**config.mk**
```make
export PLATFORM = sky130hd
export DESIGN_NAME = pseq_ctrl
export DESIGN_NICKNAME = d
export VERILOG_FILES = /design/src/rtl/pseq_pkg.sv /design/src/rtl/pseq_exec.sv /design/src/rtl/pseq_dslot.sv /design/src/rtl/pseq_hazard.sv /design/src/rtl/pseq_ctrl.sv
export SDC_FILE = /design/constraint.sdc
export NUM_CORES = 1
export LEC_CHECK = 0
export CAP_MARGIN = 20
export CORE_AREA = 2 2 39 41
export CTS_BUF_LIST = sky130_fd_sc_hd__clkbuf_4 sky130_fd_sc_hd__clkbuf_8
export CTS_CLUSTER_SIZE = 25
export DETAILED_ROUTE_END_ITERATION = 10
export DIE_AREA = 0 0 41 43
export PLACE_DENSITY_LB_ADDON = 0.08
export SKIP_LAST_GASP = 1
export SLEW_MARGIN = 20
export SYNTH_ARGS = -nofsm -noshare
export SYNTH_HDL_FRONTEND = slang
export SYNTH_HIERARCHICAL = 1
export SYNTH_SLANG_ARGS = --single-unit
```
**constraint.sdc**
```tcl
create_clock -name clk -period 2.4 [get_ports clk]
set_clock_uncertainty 0.15 [all_clocks]
set_input_delay 0.48 -clock clk [delete_from_list [all_inputs] [get_ports clk]]
set_output_delay 0.48 -clock clk [all_outputs]
set_load 0.02 [all_outputs]
```
**src/rtl/pseq_pkg.sv**
```systemverilog
// Shared encodings and phase-sequencing helpers for the pipeline sequencer.
// Assumes a fixed phase recipe per instruction class (R9 encodings).
package pseq_pkg;
    localparam int CLS_W = 2;
    localparam int PH_W  = 3;

    typedef enum logic [CLS_W-1:0] {
        CL_ALU    = 2'd0,
        CL_STORE  = 2'd1,
        CL_LOAD   = 2'd2,
        CL_BRANCH = 2'd3
    } icls_e;

    typedef enum logic [PH_W-1:0] {
        PH_IDLE = 3'd0,
        PH_ALU  = 3'd1,
        PH_ADDR = 3'd2,
        PH_XFER = 3'd3,
        PH_MOVE = 3'd4,
        PH_TGT  = 3'd5,
        PH_LINK = 3'd6,
        PH_ADJ  = 3'd7
    } xph_e;

    // Entry phase for an instruction class.
    function automatic xph_e entry_phase(icls_e c);
        case (c)
            CL_ALU:    return PH_ALU;
            CL_STORE:  return PH_ADDR;
            CL_LOAD:   return PH_ADDR;
            default:   return PH_TGT;
        endcase
    endfunction

    // True when the phase is the last one of its class.
    function automatic logic is_last(xph_e p, icls_e c);
        case (p)
            PH_ALU, PH_MOVE, PH_ADJ: return 1'b1;
            PH_XFER:                 return (c == CL_STORE);
            default:                 return 1'b0;
        endcase
    endfunction

    // Successor of a non-final phase.
    function automatic xph_e next_phase(xph_e p);
        case (p)
            PH_ADDR: return PH_XFER;
            PH_XFER: return PH_MOVE;
            PH_TGT:  return PH_LINK;
            PH_LINK: return PH_ADJ;
            default: return PH_IDLE;
        endcase
    endfunction
endpackage

```
**src/rtl/pseq_exec.sv**
```systemverilog
// Execute-stage sequencer: holds the class and current phase of the
// instruction in execute. Assumes load_en only when the stage is free.
module pseq_exec
    import pseq_pkg::*;
(
    input  logic  clk,
    input  logic  rst_n,
    input  logic  load_en,
    input  icls_e new_cls,
    output xph_e  phase,
    output logic  ex_free,
    output logic  in_tgt
);
    icls_e cls_q;
    xph_e  ph_q;

    // Stage is free when empty or finishing its last phase.
    always_comb begin
        ex_free = (ph_q == PH_IDLE) || is_last(ph_q, cls_q);
        in_tgt  = (ph_q == PH_TGT);
        phase   = ph_q;
    end

    // Step through the phase recipe or accept a new instruction.
    always_ff @(posedge clk) begin
        if (!rst_n) begin
            ph_q  <= PH_IDLE;
            cls_q <= CL_ALU;
        end else if (!ex_free) begin
            ph_q  <= next_phase(ph_q);
        end else if (load_en) begin
            ph_q  <= entry_phase(new_cls);
            cls_q <= new_cls;
        end else begin
            ph_q  <= PH_IDLE;
        end
    end
endmodule

```
**src/rtl/pseq_dslot.sv**
```systemverilog
// Decode-slot occupancy: tracks whether decode holds a live instruction.
// Assumes squash has priority over a fill in the same cycle.
module pseq_dslot (
    input  logic clk,
    input  logic rst_n,
    input  logic squash,
    input  logic fill,
    output logic occupied
);
    // Squash empties the slot, a fetch fills it, otherwise it holds.
    always_ff @(posedge clk) begin
        if (!rst_n)      occupied <= 1'b0;
        else if (squash) occupied <= 1'b0;
        else if (fill)   occupied <= 1'b1;
    end
endmodule

```
**src/rtl/pseq_hazard.sv**
```systemverilog
// Stall and squash decision logic between decode and execute.
// Purely combinational; assumes registered inputs from the stage modules.
module pseq_hazard (
    input  logic dec_vld,
    input  logic ex_free,
    input  logic in_tgt,
    output logic fetch_en,
    output logic dec_adv,
    output logic flush,
    output logic pc_sel
);
    // Hold fetch/decode only when a waiting instruction cannot move on.
    always_comb begin
        fetch_en = in_tgt || ex_free || !dec_vld;
        dec_adv  = dec_vld && ex_free;
        flush    = in_tgt;
        pc_sel   = in_tgt;
    end
endmodule

```
**src/rtl/pseq_ctrl.sv**
```systemverilog
// Top of the three-stage pipeline control sequencer. Assumes the datapath
// presents the decode-slot class on dec_class and that branches are taken.
module pseq_ctrl
    import pseq_pkg::*;
(
    input  logic             clk,
    input  logic             rst_n,
    input  logic [CLS_W-1:0] dec_class,
    output logic             fetch_en,
    output logic             dec_adv,
    output logic [PH_W-1:0]  ex_phase,
    output logic             flush,
    output logic             pc_sel,
    output logic             wb_en,
    output logic             mem_en
);
    logic dec_vld;
    logic ex_free;
    logic in_tgt;
    xph_e ph;

    pseq_dslot u_dslot (
        .clk      (clk),
        .rst_n    (rst_n),
        .squash   (flush),
        .fill     (fetch_en),
        .occupied (dec_vld)
    );

    pseq_exec u_exec (
        .clk     (clk),
        .rst_n   (rst_n),
        .load_en (dec_adv),
        .new_cls (icls_e'(dec_class)),
        .phase   (ph),
        .ex_free (ex_free),
        .in_tgt  (in_tgt)
    );

    pseq_hazard u_haz (
        .dec_vld  (dec_vld),
        .ex_free  (ex_free),
        .in_tgt   (in_tgt),
        .fetch_en (fetch_en),
        .dec_adv  (dec_adv),
        .flush    (flush),
        .pc_sel   (pc_sel)
    );

    // Decode datapath strobes from the active phase.
    always_comb begin
        ex_phase = ph;
        wb_en    = (ph == PH_ALU) || (ph == PH_MOVE) || (ph == PH_LINK);
        mem_en   = (ph == PH_XFER);
    end
endmodule

```
# Yosys cells after proc, flatten, opt, wreduce, memory -nomap -nowiden

Index checks and enable logic that the tools add are counted.

Output and inout bits: 9
Logic and storage cells: 32
Register bits after elaboration: 6
Input bits: 4

Bitwise logic cells: 1
Mux-type cells: 5
Equality and inequality tests: 10
Reduce and logical (&&, ||, !) cells: 13

Operators by type and width:

| kind                                                            | count |
|---|---|
| 3-bit == test, second input constant                            | 4 |
| 3-bit case mux with 4 select lines                              | 1 |
| 3-bit by 2-bit == test with 1-bit output, second input constant | 2 |
| 3-bit 2-to-1 mux                                                | 2 |
| 3-bit case mux with 2 select lines                              | 1 |
| 1-bit logical OR                                                | 5 |
| 2-bit by 1-bit == test with 1-bit output, second input constant | 2 |
| 2-bit OR reduction                                              | 2 |
| 3-bit by 1-bit == test with 1-bit output, second input constant | 1 |
| 3-bit zero test                                                 | 1 |
| 3-bit OR reduction                                              | 1 |
| 2-bit == test, second input constant                            | 1 |
| 2-bit zero test                                                 | 1 |
| 1-bit case mux with 2 select lines                              | 1 |
| 2-bit AND reduction                                             | 1 |
| 1-bit logical AND                                               | 1 |
| 1-bit zero test                                                 | 1 |
| 1-bit NOT                                                       | 1 |

# Logic depth before layout (Yosys ltp)

Depth after elaboration: 7
Gate-level depth with buffers: 6
Depth with buffers taken out: 6

# Modules after synthesis

The synthesis kept the hierarchy.

By module, submodules not included:

| module      | times used | area an instance (um^2) | cells each | seq. area each (um^2) |
|---|---|---|---|---|
| pseq_exec   | 1          | 299.0                   | 30         | 100.1 |
| pseq_dslot  | 1          | 36.3                    | 3          | 20.0 |
| pseq_hazard | 1          | 31.3                    | 4          | 0.0 |
| pseq_ctrl   | 1          | 26.3                    | 4          | 0.0 |

# Worst setup path before layout

No wires, ideal clock.

Path type: register to output
Start point: register u_exec.ph_q[0] (netlist: u_exec/phase[0])
End point: output fetch_en
Setup slack: 0.343 ns
Buffers on the path: 0
Stages on the path, launching flop included: 4
Data required time: 1.770 ns
Arrival: 1.427 ns
Cells stage by stage: dfxtp_1 -> and3b_4 -> a21oi_1 -> or3b_1

Elaborated cells on any way between the ends: 11
Those cells by class: eq/ne (5); mux (1); reduce/logical (5)

RTL lines:

| element                       | line              | RTL |
|---|---|---|
| start, declared               | pseq_exec.sv:15   | `xph_e ph_q;` |
| start signal, assigned        | pseq_exec.sv:30   | `ph_q <= next_phase(ph_q);` |
| start signal, assigned        | pseq_exec.sv:32   | `ph_q <= entry_phase(new_cls);` |
| 3-bit == test                 | pseq_exec.sv:20   | `in_tgt = (ph_q == PH_TGT);` |
| named net in_tgt              | pseq_ctrl.sv:19   | `logic in_tgt;` |
| 1-bit logical OR (2 in a row) | pseq_hazard.sv:14 | `fetch_en = in_tgt \|\| ex_free \|\| !dec_vld;` |
| end, declared                 | pseq_ctrl.sv:9    | `output logic fetch_en,` |

The timed path passes the listed nets, and every way through them passes these cells.

# Worst setup path after layout

Start point: register u_exec.ph_q[1] (netlist: u_exec/phase[1])
End point: output fetch_en

Longest elaborated chain between the ends: 6
Elaborated cells on any way between the ends: 11
Those cells by class: eq/ne (5); mux (1); reduce/logical (5)

Ends and longest elaborated chain:

| element                                                                          | line              | RTL |
|---|---|---|
| 3-bit by 1-bit == test with 1-bit output / 3-bit == test (equally long branches) | pseq_pkg.sv:37    | `case (p)` |
| 3-bit OR reduction                                                               | pseq_pkg.sv:37    |  |
| 1-bit case mux with 2 select lines                                               | pseq_pkg.sv:37    |  |
| 1-bit logical OR                                                                 | pseq_exec.sv:19   | `ex_free = (ph_q == PH_IDLE) \|\| is_last(ph_q, cls_q);` |
| 1-bit logical OR * (2 in a row)                                                  | pseq_hazard.sv:14 |  |

Every way passes the cells marked *; elsewhere a longest branch is shown, timed or not.

==> qor.txt <==
status = complete, no violations
layout cells sized above 1 = 31.03%
top cells by area, synth = dfxtp_1, nand2_1, a211oi_4, mux2i_1, nor2b_1
Critical Path Start Type = flop
DP Cell Count = 71
DP HPWL = 681.5 um
Final #Nets = 65
clk slew on worst S/H paths = 0.04 ns
worst min path class = flop to flop
Netlist cell types = 25
fin crit share = 95.12%
critical path's largest stage delay = 0.37 ns
drt pass-1 iters = 2
Post-synth EDFFs = 0
setup bufs post-CTS = 0
register area = 121.4 sq um
crit path cell chain = and3b_4, buf_4, or3b_1, dlygate4sd2_1
syn_nets = 46
n_diodes = 0
top_reg_cell synth = dfxtp_1
WP data arrival = 1.65 ns
initial DRC count = 4
final non-filler cell total = 74
WL final = 846 um
RSZ-0062 raised after global routing = no
power per cell area = 696.3 nW/um^2
synth-to-layout area growth = 45.86%
slew of the pin with the lowest slew margin = 0.3391 ns
Die ar. = 1763 sq um
Antenna Nets Post-Route = 0
commonest cells in the netlist = dfxtp_1, nand2_1, nor2_1, nor2b_1
global route overflow = 0
fin crit period = 2.283 ns
cell area after layout = 573.1 sq um
final hold violations = 0
Max Clk Rate = 438.1 MHz
post-CTS sizing = 3
drt drc = 0
clock sink count = 6
worst path required time = 1.77 ns
Synth Instances = 41
worst skew pair latency = 0.24 ns
Crit path buffers/inverters = 2
WHS = 0.3206 ns
Yosys top cell by area = dfxtp_1
Synth async-reset ratio = 0%
Peak VDD IR = 257.4 uV
CTS tree = done
Die X = 41 um
Synth Warn # = 6
Die Y = 43 um
number of port buffers = 12
Rows = 14
area occupied by multi-input gates = 250.2 sq um
pin count of the biggest net entering global routing = 11
H-tree depth = 1
mapped cell area = 392.9 sq um
Placer Congestion = 0.6492
Worst path slowest cell = or3b_1
Mean Syn Cell Area = 9.582 sq um
total number of vias = 357
post-route setup TNS = 0 ns
gr usage total = 12.78%
initial antenna violation count = 0
Initial Util = 28.39%
routed wire length per instance = 11.43 um
CP top delay family = simple AND/OR/NAND/NOR gates
hold_buf cts = 0
Layout fillers = 144
crit-path max FO = 6
vias in the first global route = 333
global-route wire length before repair = 1421 um
Slew HR = 77.33%
share of the yosys chip area belonging to registers = 30.57%
total CTS buffers = 3
Core Area = 1384 sq um
crit path capture type = output port
Yosys top cell area share = 30.57%
placed cell area = 551.8 sq um
WS Path Type = flop to output port
max cap viols = 0
Vias/cell = 4.824
I/O Pins = 13
CTS root buf = clkbuf_4
pins over their slew limit = 0
clock tree buffer depth = 2
leakage power = 0.2313 nW
Setup Viol. Count Final = 0
Yosys reg bits = 6
[sequential cells by signal, indices dropped and copies added (netlist names)]
register	count
u_dslot/occupied	1
u_exec/cls_q	2
u_exec/phase	3
[metrics by stage]
stage / util, % / setup WS, ns / power, W
4_1_cts: 41.41 / 0.1010 / 0.0004084
6_report: 41.41 / 0.1172 / 0.0003990
2_1_floorplan: - / 0.3428 / 0.0002395
3_3_place_gp: 39.87 / 0.1291 / 0.0003119
3_5_place_dp: 39.87 / 0.07085 / 0.0003154
5_1_grt: 41.41 / 0.04735 / 0.0004324
[worst reg2reg max path, delay by kind of cell (launching register included)]
kind                   cells  cell delay, ns
AOI/OAI and AO/OA          2            0.42
buffers and inverters      1            0.07
DFF                        1            0.31
muxes                      1            0.22
and+or+nand+nor            2            0.44
[cells in the final DEF, fill, tap and decap left out, drive strengths merged, types with 2 or more instances in the layout]
cell type	synthesis	final
clkdlybuf4s50	0	10
nand2	6	6
dfxtp	6	6
buf	3	5
nor2	3	3
clkbuf	0	3
nor2b	3	3
dlygate4sd2	0	2
mux2i	2	2
[kinds of logic (layout without fill, tap and decap cells)]
logic type / Yosys count / count (layout) / share of synthesized area (%)
AND/OR/NAND/NOR: 19 / 19 / 30.57
AO/OA/AOI/OAI: 8 / 8 / 21.02
flip-flops: 6 / 6 / 30.57
buffers and inverters: 4 / 21 / 5.730
multiplexers: 3 / 3 / 8.916
adder cells (fa/ha/maj): 1 / 1 / 3.184
[final cells by class]
cell class                      instances  share of cell area [%]
Clock buffer                            3                   3.930
Inverter                                1                  0.6550
Multi-Input combinational cell         31                   43.67
Sequential cell                         6                   21.18
Tap cell                               16                   3.493
Timing Repair Buffer                   17                   27.07
[routing by layer]
metal	track usage, %	up-vias	part of all wire (%)	wire length, um
met5	0	-	0	0
met4	12.00	0	1.2	10
met3	4.712	2	4.4	37
met2	16.88	9	50	422
met1	14.89	165	44	376
li1	-	181	-	-
[final timing paths]
check	from	to	slack, ns	cells after the start
setup / recovery	u_exec/phase[1]	fetch_en	0.12	4
hold / removal	u_exec/cls_q[1]	u_exec/cls_q[1]	0.32	2
setup reg to reg	u_exec/cls_q[1]	u_exec/cls_q[0]	0.72	6
hold reg to reg	u_exec/cls_q[1]	u_exec/cls_q[1]	0.32	2
[where the power goes]
group	total [W]	internal [W]	switching, W	leakage [nW]
combinational	0.000177	0.0000955	0.0000812	0.168
clock	0.0000905	0.0000564	0.0000341	0.0138
sequential	0.000132	0.000116	0.0000157	0.0499
total	0.000399	0.000268	0.000131	0.231
Note: power is estimated with default switching activity, not from simulation.
